<file path="src/rtl/bb_wdt_pkg.sv">
package bb_wdt_pkg;
   localparam int REG_W    = 32;
   localparam int FLD_W    = 4;
   localparam int NUM_FLD  = 7;
   localparam int FSM_W    = FLD_W * NUM_FLD;
   localparam int INFO_W   = 3;
   localparam int NIDL_LSB = 2;
   localparam int NIDL_W   = 14;
   localparam int IDL_LSB  = 16;
   localparam int IDL_W    = 16;
   localparam int CNT_W    = (IDL_W > NIDL_W) ? IDL_W : NIDL_W;
   localparam int EN_NIDL  = 0;
   localparam int EN_IDL   = 1;
   localparam int EN_RST   = 1;
   localparam int EN_IRQ   = 2;
   localparam int HANG_BIT = 3;
   localparam int ISR_BIT  = 16;

   typedef enum logic [1:0] {
      WA_STATUS = 2'd0,
      WA_CTRL1  = 2'd1,
      WA_CTRL2  = 2'd2,
      WA_NONE   = 2'd3
   } wdt_addr_e;

   localparam logic [INFO_W-1:0] INFO_ACTIVE = 3'b001;
   localparam logic [INFO_W-1:0] INFO_IDLE   = 3'b010;
endpackage

</file>
<file path="src/rtl/wdt_tick_gen.sv">
module wdt_tick_gen #(
   parameter int TICK_LOG2 = 15
) (
   input  logic clk,
   input  logic rst_n,
   input  logic restart,
   output logic tick
);
   logic [TICK_LOG2-1:0] pre_q;

   assign tick = &pre_q;

   always_ff @(posedge clk or negedge rst_n) begin
      if (!rst_n)       pre_q <= '0;
      else if (restart) pre_q <= '0;
      else              pre_q <= pre_q + 1'b1;
   end
endmodule

</file>
<file path="src/rtl/wdt_timeout_ctr.sv">
module wdt_timeout_ctr #(
   parameter int CNT_W = 16
) (
   input  logic             clk,
   input  logic             rst_n,
   input  logic             restart,
   input  logic             tick,
   input  logic             enable,
   input  logic [CNT_W-1:0] limit,
   output logic             expire
);
   localparam logic [CNT_W-1:0] ONE = CNT_W'(1);
   logic [CNT_W-1:0] cnt_q;

   assign expire = enable && (limit != '0) && tick && !restart &&
                   (cnt_q == limit - ONE);

   always_ff @(posedge clk or negedge rst_n) begin
      if (!rst_n)                  cnt_q <= '0;
      else if (restart || !enable) cnt_q <= '0;
      else if (expire)             cnt_q <= '0;
      else if (tick)               cnt_q <= cnt_q + ONE;
   end
endmodule

</file>
<file path="src/rtl/wdt_status_cap.sv">
module wdt_status_cap
   import bb_wdt_pkg::*;
(
   input  logic              clk,
   input  logic              rst_n,
   input  logic              capture,
   input  logic              clr,
   input  logic [INFO_W-1:0] info_in,
   input  logic [FSM_W-1:0]  fsm_in,
   output logic              hang,
   output logic [INFO_W-1:0] info,
   output logic [FSM_W-1:0]  fields
);
   always_ff @(posedge clk or negedge rst_n) begin
      if (!rst_n) begin
         hang <= 1'b0;
         info <= '0;
      end else if (capture) begin
         hang <= 1'b1;
         info <= info_in;
      end else if (clr) begin
         hang <= 1'b0;
         info <= '0;
      end
   end

   for (genvar i = 0; i < NUM_FLD; i++) begin : g_fld
      logic [FLD_W-1:0] f_q;
      always_ff @(posedge clk or negedge rst_n) begin
         if (!rst_n)       f_q <= '0;
         else if (capture) f_q <= fsm_in[i*FLD_W +: FLD_W];
         else if (clr)     f_q <= '0;
      end
      assign fields[i*FLD_W +: FLD_W] = f_q;
   end
endmodule

</file>
<file path="src/rtl/bb_hang_wdt.sv">
module bb_hang_wdt
   import bb_wdt_pkg::*;
#(
   parameter int TICK_LOG2 = 15
) (
   input  logic              clk,
   input  logic              rst_n,
   input  logic              bb_idle,
   input  logic [FSM_W-1:0]  bb_fsm_st,
   input  logic              reg_wr,
   input  logic              reg_rd,
   input  logic [1:0]        reg_addr,
   input  logic [REG_W-1:0]  reg_wdata,
   output logic [REG_W-1:0]  reg_rdata,
   output logic              wdt_irq,
   output logic              wdt_rst_req,
   output logic [REG_W-1:0]  sec_isr
);
   if (TICK_LOG2 < 1 || TICK_LOG2 > 24) begin : g_bad_tick
      $error("bb_hang_wdt: TICK_LOG2 must lie in 1..24");
   end
   if (FSM_W + INFO_W + 1 != REG_W) begin : g_bad_layout
      $error("bb_hang_wdt: status layout does not fill the word");
   end

   logic [REG_W-1:0]  ctrl1_q, ctrl2_q;
   logic              idle_q;
   logic              hang, tick, expire, mode_chg, stat_rd, stat_clr;
   logic              cur_en, restart;
   logic [CNT_W-1:0]  cur_limit;
   logic [INFO_W-1:0] snap_info, cur_info;
   logic [FSM_W-1:0]  snap_fields;
   logic [REG_W-1:0]  status_w;

   assign mode_chg = bb_idle ^ idle_q;
   assign stat_rd  = reg_rd && (wdt_addr_e'(reg_addr) == WA_STATUS);
   assign stat_clr = reg_wr && (wdt_addr_e'(reg_addr) == WA_STATUS) &&
                     !reg_wdata[HANG_BIT];

   always_comb begin
      if (bb_idle) begin
         cur_en    = ctrl1_q[EN_IDL];
         cur_limit = CNT_W'(ctrl1_q[IDL_LSB +: IDL_W]);
         cur_info  = INFO_IDLE;
      end else begin
         cur_en    = ctrl1_q[EN_NIDL];
         cur_limit = CNT_W'(ctrl1_q[NIDL_LSB +: NIDL_W]);
         cur_info  = INFO_ACTIVE;
      end
   end

   assign restart = stat_rd || mode_chg || hang || !cur_en;

   wdt_tick_gen #(.TICK_LOG2(TICK_LOG2)) tick_i (
      .clk     (clk),
      .rst_n   (rst_n),
      .restart (restart),
      .tick    (tick)
   );

   wdt_timeout_ctr #(.CNT_W(CNT_W)) ctr_i (
      .clk     (clk),
      .rst_n   (rst_n),
      .restart (restart),
      .tick    (tick),
      .enable  (cur_en),
      .limit   (cur_limit),
      .expire  (expire)
   );

   wdt_status_cap cap_i (
      .clk     (clk),
      .rst_n   (rst_n),
      .capture (expire),
      .clr     (stat_clr),
      .info_in (cur_info),
      .fsm_in  (bb_fsm_st),
      .hang    (hang),
      .info    (snap_info),
      .fields  (snap_fields)
   );

   assign status_w = {snap_fields, hang, snap_info};

   always_ff @(posedge clk or negedge rst_n) begin
      if (!rst_n) begin
         ctrl1_q     <= '0;
         ctrl2_q     <= '0;
         idle_q      <= 1'b0;
         reg_rdata   <= '0;
         wdt_rst_req <= 1'b0;
      end else begin
         idle_q      <= bb_idle;
         wdt_rst_req <= expire && ctrl2_q[EN_RST];
         if (reg_wr) begin
            case (wdt_addr_e'(reg_addr))
               WA_CTRL1: ctrl1_q <= reg_wdata;
               WA_CTRL2: ctrl2_q <= reg_wdata;
               default:  ;
            endcase
         end
         if (reg_rd) begin
            case (wdt_addr_e'(reg_addr))
               WA_STATUS: reg_rdata <= status_w;
               WA_CTRL1:  reg_rdata <= ctrl1_q;
               WA_CTRL2:  reg_rdata <= ctrl2_q;
               default:   reg_rdata <= '0;
            endcase
         end
      end
   end

   assign wdt_irq = hang && ctrl2_q[EN_IRQ];
   assign sec_isr = REG_W'(wdt_irq) << ISR_BIT;
endmodule

</file>
<file path="config.mk">
export PLATFORM = sky130hd
export DESIGN_NAME = bb_hang_wdt
export DESIGN_NICKNAME = d
export VERILOG_FILES = /design/src/rtl/bb_wdt_pkg.sv /design/src/rtl/wdt_tick_gen.sv /design/src/rtl/wdt_timeout_ctr.sv /design/src/rtl/wdt_status_cap.sv /design/src/rtl/bb_hang_wdt.sv
export SDC_FILE = /design/constraint.sdc
export NUM_CORES = 1
export LEC_CHECK = 0
export ABC_AREA = 1
export ABC_CLOCK_PERIOD_IN_PS = 2550
export CORE_UTILIZATION = 45
export DETAILED_ROUTE_END_ITERATION = 16
export PLACE_DENSITY = 0.72
export SYNTH_ARGS = -nofsm -noshare
export SYNTH_HDL_FRONTEND = slang
export SYNTH_SLANG_ARGS = --single-unit
</file>
<file path="constraint.sdc">
create_clock -name clk -period 2.55 [get_ports clk]
set_input_delay 0.765 -clock clk [delete_from_list [all_inputs] [get_ports clk]]
set_output_delay 0.765 -clock clk [all_outputs]
set_load 0.02 [all_outputs]
</file>
==> results of run 1 <==
## final timing paths
path,cells after the start,slack [ns],start,to
hold reg to reg,1,0.47,tick_i.pre_q[0],tick_i.pre_q[0]
min in group clk,1,0.47,tick_i.pre_q[0],tick_i.pre_q[0]
hold / removal,1,0.28,rst_n,reg_rdata[10]
setup / recovery,16,0.10,bb_idle,cap_i.info[0]
setup reg to reg,18,0.16,ctrl1_q[16],cap_i.info[0]
max in group asynchronous,2,1.64,rst_n,ctrl1_q[14]
## placed cells by master, fill, tap and decap left out, types with 3 or more instances in the layout
cell type	n
a21oi_2	5
inv_6	3
xor2_1	16
o21ai_0	78
mux2_2	31
a21oi_1	20
nand3_4	4
nand2_2	26
inv_1	111
buf_6	6
nand2_4	8
buf_4	58
nand3b_1	3
dfrtp_1	160
inv_8	4
and3_1	3
conb_1	31
clkbuf_16	18
nand3_2	3
nand2_1	362
inv_2	7
nor2_4	8
ha_1	3
clkdlybuf4s50_1	99
nand4_1	7
nor3_1	13
nand3_1	67
clkinv_8	4
buf_12	10
nor2_2	12
o22ai_1	3
nor2_1	48
clkinv_4	3
o211ai_1	24
## cell type report
class	count	share of cell area
Timing Repair Buffer	177	0.158
Inverter	121	0.0409
Sequential cell	160	0.357
Tap cell	260	0.0290
Clock inverter	15	0.0150
Clock buffer	17	0.0379
Multi-Input combinational cell	791	0.362
## metal layers
metal,track usage,vias up,share of wire
li1,-,3794,-
met1,0.355,3722,0.46
met2,0.421,263,0.48
met3,0.0394,29,0.049
met4,0.0795,0,0.017
met5,0,-,0
## power groups by stage
stage	sequential, µW	clock (µW)	combinational, µW
2_1_floorplan	3010	0	778
3_3_place_gp	2960	0	1490
3_5_place_dp	2960	0	1500
4_1_cts	2920	2560	1520
5_1_grt	2960	2660	1760
6_report	2930	2550	1610
## state kept, by name, summed over array words and instances (netlist names)
register / cells
cap_i.g_fld.f_q: 28
ctrl1_q: 32
idle_q: 1
reg_rdata: 32
ctrl2_q: 32
tick_i.pre_q: 15
wdt_rst_req: 1
cap_i.info: 2
cap_i.hang: 1
ctr_i.cnt_q: 16
## per-stage QoR
step           power, µW  setup WS (ns)  TNS (ns)  utilization  hold slack [ns]
2_1_floorplan       3780        -0.0473     -1.72            -            0.433
3_3_place_gp        4450         -0.843    -40.31        0.547            0.447
3_5_place_dp        4470         -0.859    -41.87        0.547            0.461
4_1_cts             7010         0.0427         0        0.585            0.295
5_1_grt             7380       -0.00242  -0.00242        0.596            0.320
6_report            7080          0.100         0        0.596            0.281
## repair_timing
item,CTS,global route
resized for setup,13,53
buffers inserted,6,4
hold endpoints to repair,0,0
endpoints found under the setup margin,48,47
pin swaps,4,23
gates cloned,2,1
## worst reg2reg max path, cell delays in order, from the launching register on
cell and delay [ns]:
dfrtp_1 0.39, inv_2 0.06, nand2_1 0.10, nand2_2 0.12, buf_4 0.16, ha_1 0.19, nand2_1 0.07, nor2_1 0.06
nand3_1 0.11, nor2_1 0.06, nor2_1 0.08, nand2_1 0.07, nor2_2 0.15, nand3_4 0.11, nor2_8 0.20, buf_12 0.14
buf_12 0.12, nor2_1 0.05, nor2_1 0.08
## cells in the mapped netlist (all sizes together) (16+ instances only)
library cell,instances,share of area
inv,119,0.052
nand3,74,0.046
o211ai,24,0.021
nand2,396,0.17
xor2,16,0.016
a21oi,25,0.015
nor2,69,0.037
o21ai,80,0.046
clkbuf,31,0.013
buf,46,0.042
dfrtp,160,0.46
mux2,31,0.040
## logic make-up after synthesis
group | share of synthesized area
buf+inv | 0.108
other cells | 0.000432
simple gates | 0.278
flops | 0.462
mux | 0.0402
xor+xnor | 0.0172
fa+ha+maj | 0.00577
compound gates | 0.0894
==> metrics.txt, run 1 <==
Arr. time, crit path 2.82 ns; logic gate share of total power 0.227; final worst path period need 2.45 ns; kind of critical path input pin to flop; Worst Tran Pin Value 0.677 ns; GRT Overall Usage 0.258; Area growth syn-to-layout 29.4%; core area 0.0188 mm²; flops & latches, synth 160; Synth Cell Area 0.00867 mm²; dpl cell area 0.0103 mm²; Post-CTS Hold Fix Bufs 0; largest net degree at the start of global routing 65; share of cells above drive strength 1 0.171; sw frac 0.328; Final Cell Area 0.0112 mm²; WP buf/inv 6; H-tree levels 4; fin nets 1,339; Internal 4760 µW; global route overflow 0; die height 141 µm; dominant synthesized flop cell dfrtp_1; yosys warns 0; Clock Power Share 0.360; Final ANT Viol Nets 0; I/O Pins 133; final setup fails 0; Initial Util 0.461; Async SR Flop Fraction 1.00; # diodes 0; max-slew violations 0; type of the tightest min-delay check input pin to async pin; GPL Wtd Cong 0.940; sequential share of power 0.413; Max rail drop VDD 511 µV; Mean Syn Cell Area 7.75 µm²; Worst Path Required 2.92 ns; status finished, final reports clean; clk slew on worst S/H paths 0.07 ns; Clock Path Buffers 2; Fin Clk Skew 0.0124 ns; P_leak 0.00545 µW; Final Non-Filler Cells 1,541; TritonRoute pass-1 iters 5; slew margin rel. 0.545; fmax 408 MHz; first-pass GRT wire length 39,100 µm; routed vias 7,808; number of global-route vias before repair 7,415; max_cap viols 0; IO buf count 101; Fill cells 1,659; Post-Synthesis Cells 1,119; CP startpoint kind input pin; std cell rows 50; CP max stage delay 0.24 ns; CP Max Fanout 8; WL/cell 16.1 µm; register area 0.00400 mm²; Critical Path, Cell by Cell buf_6 -> inv_6 -> buf_12 -> buf_4 -> nand2_1 -> nand2_2 -> nand2_2 -> nor2_1 -> nand3_2 -> a21oi_2 -> nand3_4 -> nor2_8 -> buf_12 -> buf_12 -> nor2_1 -> nor2_1; Post-synth EDFFs 0; CP max-delay cell nor2_1; Inserted Clock Buffers 17; drt initial violations 664; cell area power density 631 mW/mm²; detail-routed via count per cell 5.07; Setup crit end kind flop; footprint of the multi-input gates 0.00407 mm²; sequential share of the synthesized area 0.462; initial antenna violation count 0; final worst-path cycle share 0.961; cell family with most CP delay simple AND/OR/NAND/NOR gates; Hold Fails Final Rpt 0; TritonCTS clock tree yes; overall die area 0.0198 mm²; placed insts 1,497; Die Wd 141 µm; Post-Route WL 24,800 µm; CTS root buf clkbuf_16; Synth cell types 41; switching pwr 2330 µW; post-DP HPWL 17,900 µm; # DRC 0; clk sinks 160; worst skew pair latency 0.45 ns
(Power assumes the default switching activity.)
==> inputs of run 2 (changes only) <==
--- a/config.mk
+++ b/config.mk
@@ -6,10 +6,10 @@
 export NUM_CORES = 1
 export LEC_CHECK = 0
 export ABC_AREA = 1
-export ABC_CLOCK_PERIOD_IN_PS = 2550
-export CORE_UTILIZATION = 45
+export ABC_CLOCK_PERIOD_IN_PS = 3100
+export CORE_UTILIZATION = 40
 export DETAILED_ROUTE_END_ITERATION = 16
-export PLACE_DENSITY = 0.72
+export PLACE_DENSITY = 0.65
 export SYNTH_ARGS = -nofsm -noshare
 export SYNTH_HDL_FRONTEND = slang
 export SYNTH_SLANG_ARGS = --single-unit
==> constraint.sdc (replaced) <==
create_clock -name clk -period 3.1 [get_ports clk]
set_input_delay 0.93 -clock clk [delete_from_list [all_inputs] [get_ports clk]]
set_output_delay 0.93 -clock clk [all_outputs]
set_load 0.02 [all_outputs]
==> metrics.txt, run 2 (synthesized netlist as in run 1, its figures left out) <==
Worst Path Required 3.42 ns (was 2.92 ns); most used cell, CP nand2_1; cell area power density 539 mW/mm² (was 631 mW/mm²); most common cell after layout, fill and taps aside nand2_1 (unchanged); detail-routed via count per cell 4.88 (was 5.07); clk sinks 160 (unchanged); Hold Startpoint tick_i.pre_q[0]; Fill cells 2,018 (was 1,659); initial antenna violation count 0 (unchanged); RR Startpoint tick_i.pre_q[0] (was ctrl1_q[16]); clk slew on worst S/H paths 0.07 ns (about the same); die height 149 µm (was 141 µm); global route overflow 0 (unchanged); worst skew pair latency 0.43 ns (was 0.45 ns); overall die area 0.0223 mm² (was 0.0198 mm²); Final Non-Filler Cells 1,545 (was 1,541); routed vias 7,544 (was 7,808); placed insts 1,511 (was 1,497); Initial Util 0.410 (was 0.461); final core occ 0.514 (was 0.596); WHS Endpoint tick_i.pre_q[0]; CP startpoint kind input pin (unchanged); RSZ-0062 raised after global routing false; Internal 4080 µW (was 4760 µW); type of the tightest min-delay check flop to flop (was input pin to async pin); I/O Pins 133 (unchanged); most frequent cells in the layout nand2_1 (384), dfrtp_1 (160), inv_1 (115) (was nand2_1 (362), dfrtp_1 (160), inv_1 (111)); TritonRoute pass-1 iters 5 (unchanged); core area 0.0212 mm² (was 0.0188 mm²); # DRC 0 (unchanged); Post-Route WL 23,900 µm (was 24,800 µm); Setup crit end kind flop (unchanged); Die Wd 149 µm (was 141 µm); post-DP HPWL 18,000 µm (was 17,900 µm); Worst Hold Depth 1; Inserted Clock Buffers 17 (unchanged); Max rail drop VDD 304 µV (was 511 µV); first-pass GRT wire length 38,800 µm (was 39,100 µm); Worst Tran Pin Value 0.859 ns (was 0.677 ns); number of global-route vias before repair 7,313 (was 7,415); fmax 359 MHz; sequential share of power 0.411 (was 0.413); largest net degree at the start of global routing 65 (unchanged); P_leak 0.00535 µW (was 0.00545 µW); worst r2r dst cap_i.g_fld[1].f_q[2] (was cap_i.info[0]); Area growth syn-to-layout 25.4% (was 29.4%); Critical Path, Cell by Cell clkbuf_2 -> clkinvlp_4 -> buf_4 -> nand2_1 -> nand2_1 -> nor2_1 -> nand2_1 -> nor2_1 -> nand2_1 -> nand2_1 -> nand3_1 -> nor3_1 -> nand2_1 -> buf_12 -> nand3_1 -> nand2_1 (was buf_6 -> inv_6 -> buf_12 -> buf_4 -> nand2_1 -> nand2_2 -> nand2_2 -> nor2_1 -> nand3_2 -> a21oi_2 -> nand3_4 -> nor2_8 -> buf_12 -> buf_12 -> nor2_1 -> nor2_1); IO buf count 101 (unchanged); CP max stage delay 0.23 ns (was 0.24 ns); CTS root buf clkbuf_16 (unchanged); Hold Fails Final Rpt 0 (unchanged); WP buf/inv 4 (was 6); std cell rows 53 (was 50); GRT Overall Usage 0.228 (was 0.258); Largest regs ctrl1_q (32), ctrl2_q (32), reg_rdata (32) (unchanged); final worst path period need 2.78 ns; Clock Power Share 0.384 (was 0.360); GPL Wtd Cong 1.00 (was 0.940); share of cells above drive strength 1 0.132 (was 0.171); dpl cell area 0.0102 mm² (was 0.0103 mm²); Clock Path Buffers 2 (unchanged); CP Max Fanout 25 (was 8); WL/cell 15.5 µm (was 16.1 µm); fin nets 1,329 (was 1,339); final setup fails 0 (unchanged); register area 0.00400 mm² (unchanged); setup slack, reg-to-reg 0.52 ns (was 0.16 ns); # diodes 0 (unchanged); hold slack 0.475 ns (was 0.281 ns); TritonCTS clock tree yes (unchanged); sw frac 0.304 (was 0.328); max-slew violations 0 (unchanged); Setup TNS 0 ns (unchanged); max_cap viols 0 (unchanged); drt initial violations 525 (was 664); status finished, final reports clean (unchanged); switching pwr 1780 µW (was 2330 µW); Fin Clk Skew 0.0105 ns (was 0.0124 ns); kind of critical path input pin to flop (unchanged); H-tree levels 4 (unchanged); Final Cell Area 0.0109 mm² (was 0.0112 mm²); Final ANT Viol Nets 0 (unchanged); Register-to-Register Path Depth 13 (was 18); Arr. time, crit path 3.11 ns (was 2.82 ns); final worst-path cycle share 0.898; footprint of the multi-input gates 0.00386 mm² (was 0.00407 mm²); slew margin rel. 0.427 (was 0.545); cell family with most CP delay simple AND/OR/NAND/NOR gates (unchanged); logic gate share of total power 0.206 (was 0.227); CP max-delay cell nor3_1 (was nor2_1)
[run 2: cell count changes in the layout (fill, tap and decap cells not counted), sizes merged]
cell	previous run	this run
buf	77	66
clkinv	9	3
bufinv	0	3
inv	125	128
[run 2: worst max path at each step]
stage                 start                    end  slack, ns  cells after the start
CTS                 bb_idle  cap_i.g_fld[1].f_q[2]       0.25                     19
global placement    bb_idle          cap_i.info[0]      -0.40                     13
finish              bb_idle  cap_i.g_fld[1].f_q[2]       0.32                     16
global route        bb_idle  cap_i.g_fld[3].f_q[3]       0.14                     16
detailed placement  bb_idle          cap_i.info[0]      -0.46                     19
floorplan           bb_idle        ctr_i.cnt_q[14]       0.25                     20
[run 2: routing by layer]
| layer | up-vias | GRT usage | wire length [µm] |
|---|---|---|---|
| met1 | 3522 | 0.312 | 11100 |
| met5 | - | 0 | 0 |
| met3 | 32 | 0.0312 | 1050 |
| met2 | 228 | 0.370 | 11200 |
| li1 | 3762 | - | - |
| met4 | 0 | 0.0755 | 535 |
[run 2: power by group through the flow]
stage | registers (µW) | clock network, µW | logic [µW]
floorplan | 2470 | 0 | 626
global placement | 2440 | 0 | 1190
detailed placement | 2440 | 0 | 1200
CTS | 2400 | 2290 | 1200
global route | 2430 | 2380 | 1340
finish | 2410 | 2250 | 1200
[run 2: repair_timing]
action                     in CTS  in global routing
buffers inserted                0                  2
gates resized for setup         1                  3
hold buffers                    0                  0
setup endpoints to repair      10                 26
cloned                          0                  1
[run 2: layout make-up]
type,instances,share of cell area
Sequential cell,160,0.368
Multi-Input combinational cell,791,0.355
Timing Repair Buffer,166,0.146
Inverter,121,0.0420
Clock buffer,17,0.0391
Tap cell,275,0.0316
Clock inverter,14,0.0178
Timing Repair inverter,1,0.000690
[run 2: metrics by stage]
stage	setup WS, ns	total power [µW]
after floorplan	0.249	3100
after global placement	-0.399	3630
after detailed placement	-0.458	3640
after CTS	0.247	5900
after global routing	0.139	6140
final	0.315	5860
==> inputs of run 3 (changes only) <==
--- a/config.mk
+++ b/config.mk
@@ -6,7 +6,7 @@
 export NUM_CORES = 1
 export LEC_CHECK = 0
 export ABC_AREA = 1
-export ABC_CLOCK_PERIOD_IN_PS = 3100
+export ABC_CLOCK_PERIOD_IN_PS = 3370
 export CORE_UTILIZATION = 40
 export DETAILED_ROUTE_END_ITERATION = 16
 export PLACE_DENSITY = 0.65
==> constraint.sdc (replaced) <==
create_clock -name clk -period 3.37 [get_ports clk]
set_input_delay 1.011 -clock clk [delete_from_list [all_inputs] [get_ports clk]]
set_output_delay 1.011 -clock clk [all_outputs]
set_load 0.02 [all_outputs]
==> metrics.txt, run 3 (synthesized netlist as in run 1, its figures left out) <==
status finished, final reports clean (unchanged); std cell rows 53 (unchanged); Area growth syn-to-layout 24.7% (was 25.4%); sequential share of power 0.419 (was 0.411); number of global-route vias before repair 7,290 (was 7,313); slew margin rel. 0.383 (was 0.427); max_cap viols 0 (unchanged); overall die area 0.0223 mm² (unchanged); Clock Power Share 0.371 (was 0.384); top sig layer met4 (unchanged); I/O Pins 133 (unchanged); Arr. time, crit path 3.20 ns (was 3.11 ns); fin worst setup slack 0.481 ns (was 0.315 ns); CTS root buf clkbuf_16 (unchanged); switching pwr 1600 µW (was 1780 µW); Max rail drop VDD 290 µV (was 304 µV); Worst Tran Pin Value 0.925 ns (was 0.859 ns); worst skew pair latency 0.43 ns (about the same); max-slew violations 0 (unchanged); largest net degree at the start of global routing 65 (unchanged); kind of critical path input pin to flop (unchanged); core area 0.0212 mm² (unchanged); Hold Fails Final Rpt 0 (unchanged); most used cell, CP nand2_1 (unchanged); setup slack, reg-to-reg 0.84 ns (was 0.52 ns); Fill cells 2,069 (was 2,018); sw frac 0.303 (was 0.304); RR Startpoint tick_i.pre_q[0] (unchanged); routed vias 7,471 (was 7,544); metal2 WL 11,000 µm (was 11,200 µm); final setup fails 0 (unchanged); CP max stage delay 0.26 ns (was 0.23 ns); CP Max Fanout 27 (was 25); Inserted Clock Buffers 17 (unchanged); met3 WL post-DR 1260 µm (was 1050 µm); type of the tightest min-delay check flop to flop (unchanged); logic gate share of total power 0.210 (was 0.206); Worst path depth 15 (was 16); Setup TNS 0 ns (unchanged); post-DP HPWL 18,100 µm (was 18,000 µm); Die Wd 149 µm (unchanged); most common cell after layout, fill and taps aside nand2_1 (unchanged); # diodes 0 (unchanged); Clock Path Buffers 2 (unchanged); WL/cell 15.4 µm (was 15.5 µm); Fin Clk Skew 0.0102 ns (was 0.0105 ns); Post-Place Worst Slack -0.334 ns (was -0.458 ns); drt initial violations 532 (was 525); cell family with most CP delay simple AND/OR/NAND/NOR gates (unchanged); worst r2r dst ctr_i.cnt_q[5] (was cap_i.g_fld[1].f_q[2]); Internal 3680 µW (was 4080 µW); H-tree levels 4 (unchanged); WP buf/inv 4 (unchanged); Final Non-Filler Cells 1,539 (was 1,545); Setup crit end kind flop (unchanged); Total Power 5280 µW (was 5860 µW); placed insts 1,508 (was 1,511); Largest regs ctrl1_q (32), ctrl2_q (32), reg_rdata (32) (unchanged); Worst Path Required 3.68 ns (was 3.42 ns); share of cells above drive strength 1 0.127 (was 0.132); final worst path period need 2.89 ns; fmax 346 MHz; Setup crit end ctr_i.cnt_q[5] (was cap_i.g_fld[1].f_q[2]); initial antenna violation count 0 (unchanged); IO buf count 101 (unchanged); Register-to-Register Path Depth 13 (unchanged); CP startpoint kind input pin (unchanged); CP max-delay cell dlymetal6s2s_1 (was nor3_1); clk sinks 160 (unchanged); GRT Overall Usage 0.227 (was 0.228); P_leak 0.00532 µW (was 0.00535 µW); # DRC 0 (unchanged); first-pass GRT wire length 38,900 µm (was 38,800 µm); Post-Route WL 23,700 µm (was 23,900 µm); TritonRoute pass-1 iters 5 (unchanged); Worst Setup SP bb_idle (unchanged); fin nets 1,323 (was 1,329); cell area power density 488 mW/mm² (was 539 mW/mm²); die height 149 µm (unchanged); Critical Path, Cell by Cell dlymetal6s2s_1 -> buf_12 -> buf_4 -> nand2_1 -> nand2_2 -> nand3_2 -> nor2_2 -> nand2_1 -> nand2_1 -> nand2_1 -> nor2_2 -> nand3_2 -> nor2_8 -> buf_12 -> nor2_1 (was clkbuf_2 -> clkinvlp_4 -> buf_4 -> nand2_1 -> nand2_1 -> nor2_1 -> nand2_1 -> nor2_1 -> nand2_1 -> nand2_1 -> nand3_1 -> nor3_1 -> nand2_1 -> buf_12 -> nand3_1 -> nand2_1); RSZ-0062 raised after global routing false (unchanged); detail-routed via count per cell 4.85 (was 4.88); most frequent cells in the layout nand2_1 (384), dfrtp_1 (160), inv_1 (115) (unchanged); hold slack 0.475 ns (about the same); final worst-path cycle share 0.857; met1 WL 10,900 µm (was 11,100 µm); TritonCTS clock tree yes (unchanged); global route overflow 0 (unchanged); Initial Util 0.410 (unchanged); clk slew on worst S/H paths 0.06 ns (was 0.07 ns); GPL Wtd Cong 0.958 (was 1.00); Final ANT Viol Nets 0 (unchanged)
run 3: cell count changes in the layout (fill, tap and decap cells not counted), sizes merged:
cell | before | now
inv | 128 | 125
bufinv | 3 | 2
clkinv | 3 | 5
buf | 66 | 61
dlymetal6s2s | 0 | 1
run 3: final cells by class:
cell class	count	area, µm²	share of cell area
clock buffers	18	439	0.0406
clock inverters	13	149	0.0138
inverters	121	457	0.0422
multi-input cells	791	3860	0.357
flip-flops and latches	160	4000	0.370
well taps	275	344	0.0318
repair buffers	161	1570	0.145
run 3: worst min-delay path by stage:
stage               startpoint         endpoint  slack (ns)  cells after the start
6_report       tick_i.pre_q[0]  tick_i.pre_q[0]        0.47                      1
5_1_grt        tick_i.pre_q[0]  tick_i.pre_q[0]        0.49                      1
4_1_cts        tick_i.pre_q[0]  tick_i.pre_q[0]        0.48                      1
3_5_place_dp   tick_i.pre_q[0]  tick_i.pre_q[0]        0.47                      1
3_3_place_gp   tick_i.pre_q[0]  tick_i.pre_q[0]        0.45                      1
2_1_floorplan  tick_i.pre_q[0]  tick_i.pre_q[0]        0.43                      1
run 3: power groups by stage:
stage / combinational (µW) / sequential, µW / clock [µW]
floorplan: 576 / 2270 / 0
global placement: 1100 / 2240 / 0
detailed placement: 1110 / 2250 / 0
CTS: 1110 / 2210 / 2000
global route: 1230 / 2240 / 2080
finish: 1110 / 2210 / 1960
run 3: stage by stage:
stage	area [µm²]	util
6_report	10800	0.511
5_1_grt	10800	0.511
4_1_cts	10800	0.511
3_5_place_dp	10200	0.483
3_3_place_gp	10200	0.483
2_1_floorplan	8790	-
run 3: metal layers:
layer  vias up  global-route usage
met3        28              0.0453
met1      3457               0.311
li1       3753                   -
met2       233               0.358
met5         -                   0
met4         0              0.0770
run 3: what timing repair did:
item	in CTS	in global routing
setup buffers	0	0
setup endpoints to repair	0	46
hold buffers	0	0
resized for setup	0	1
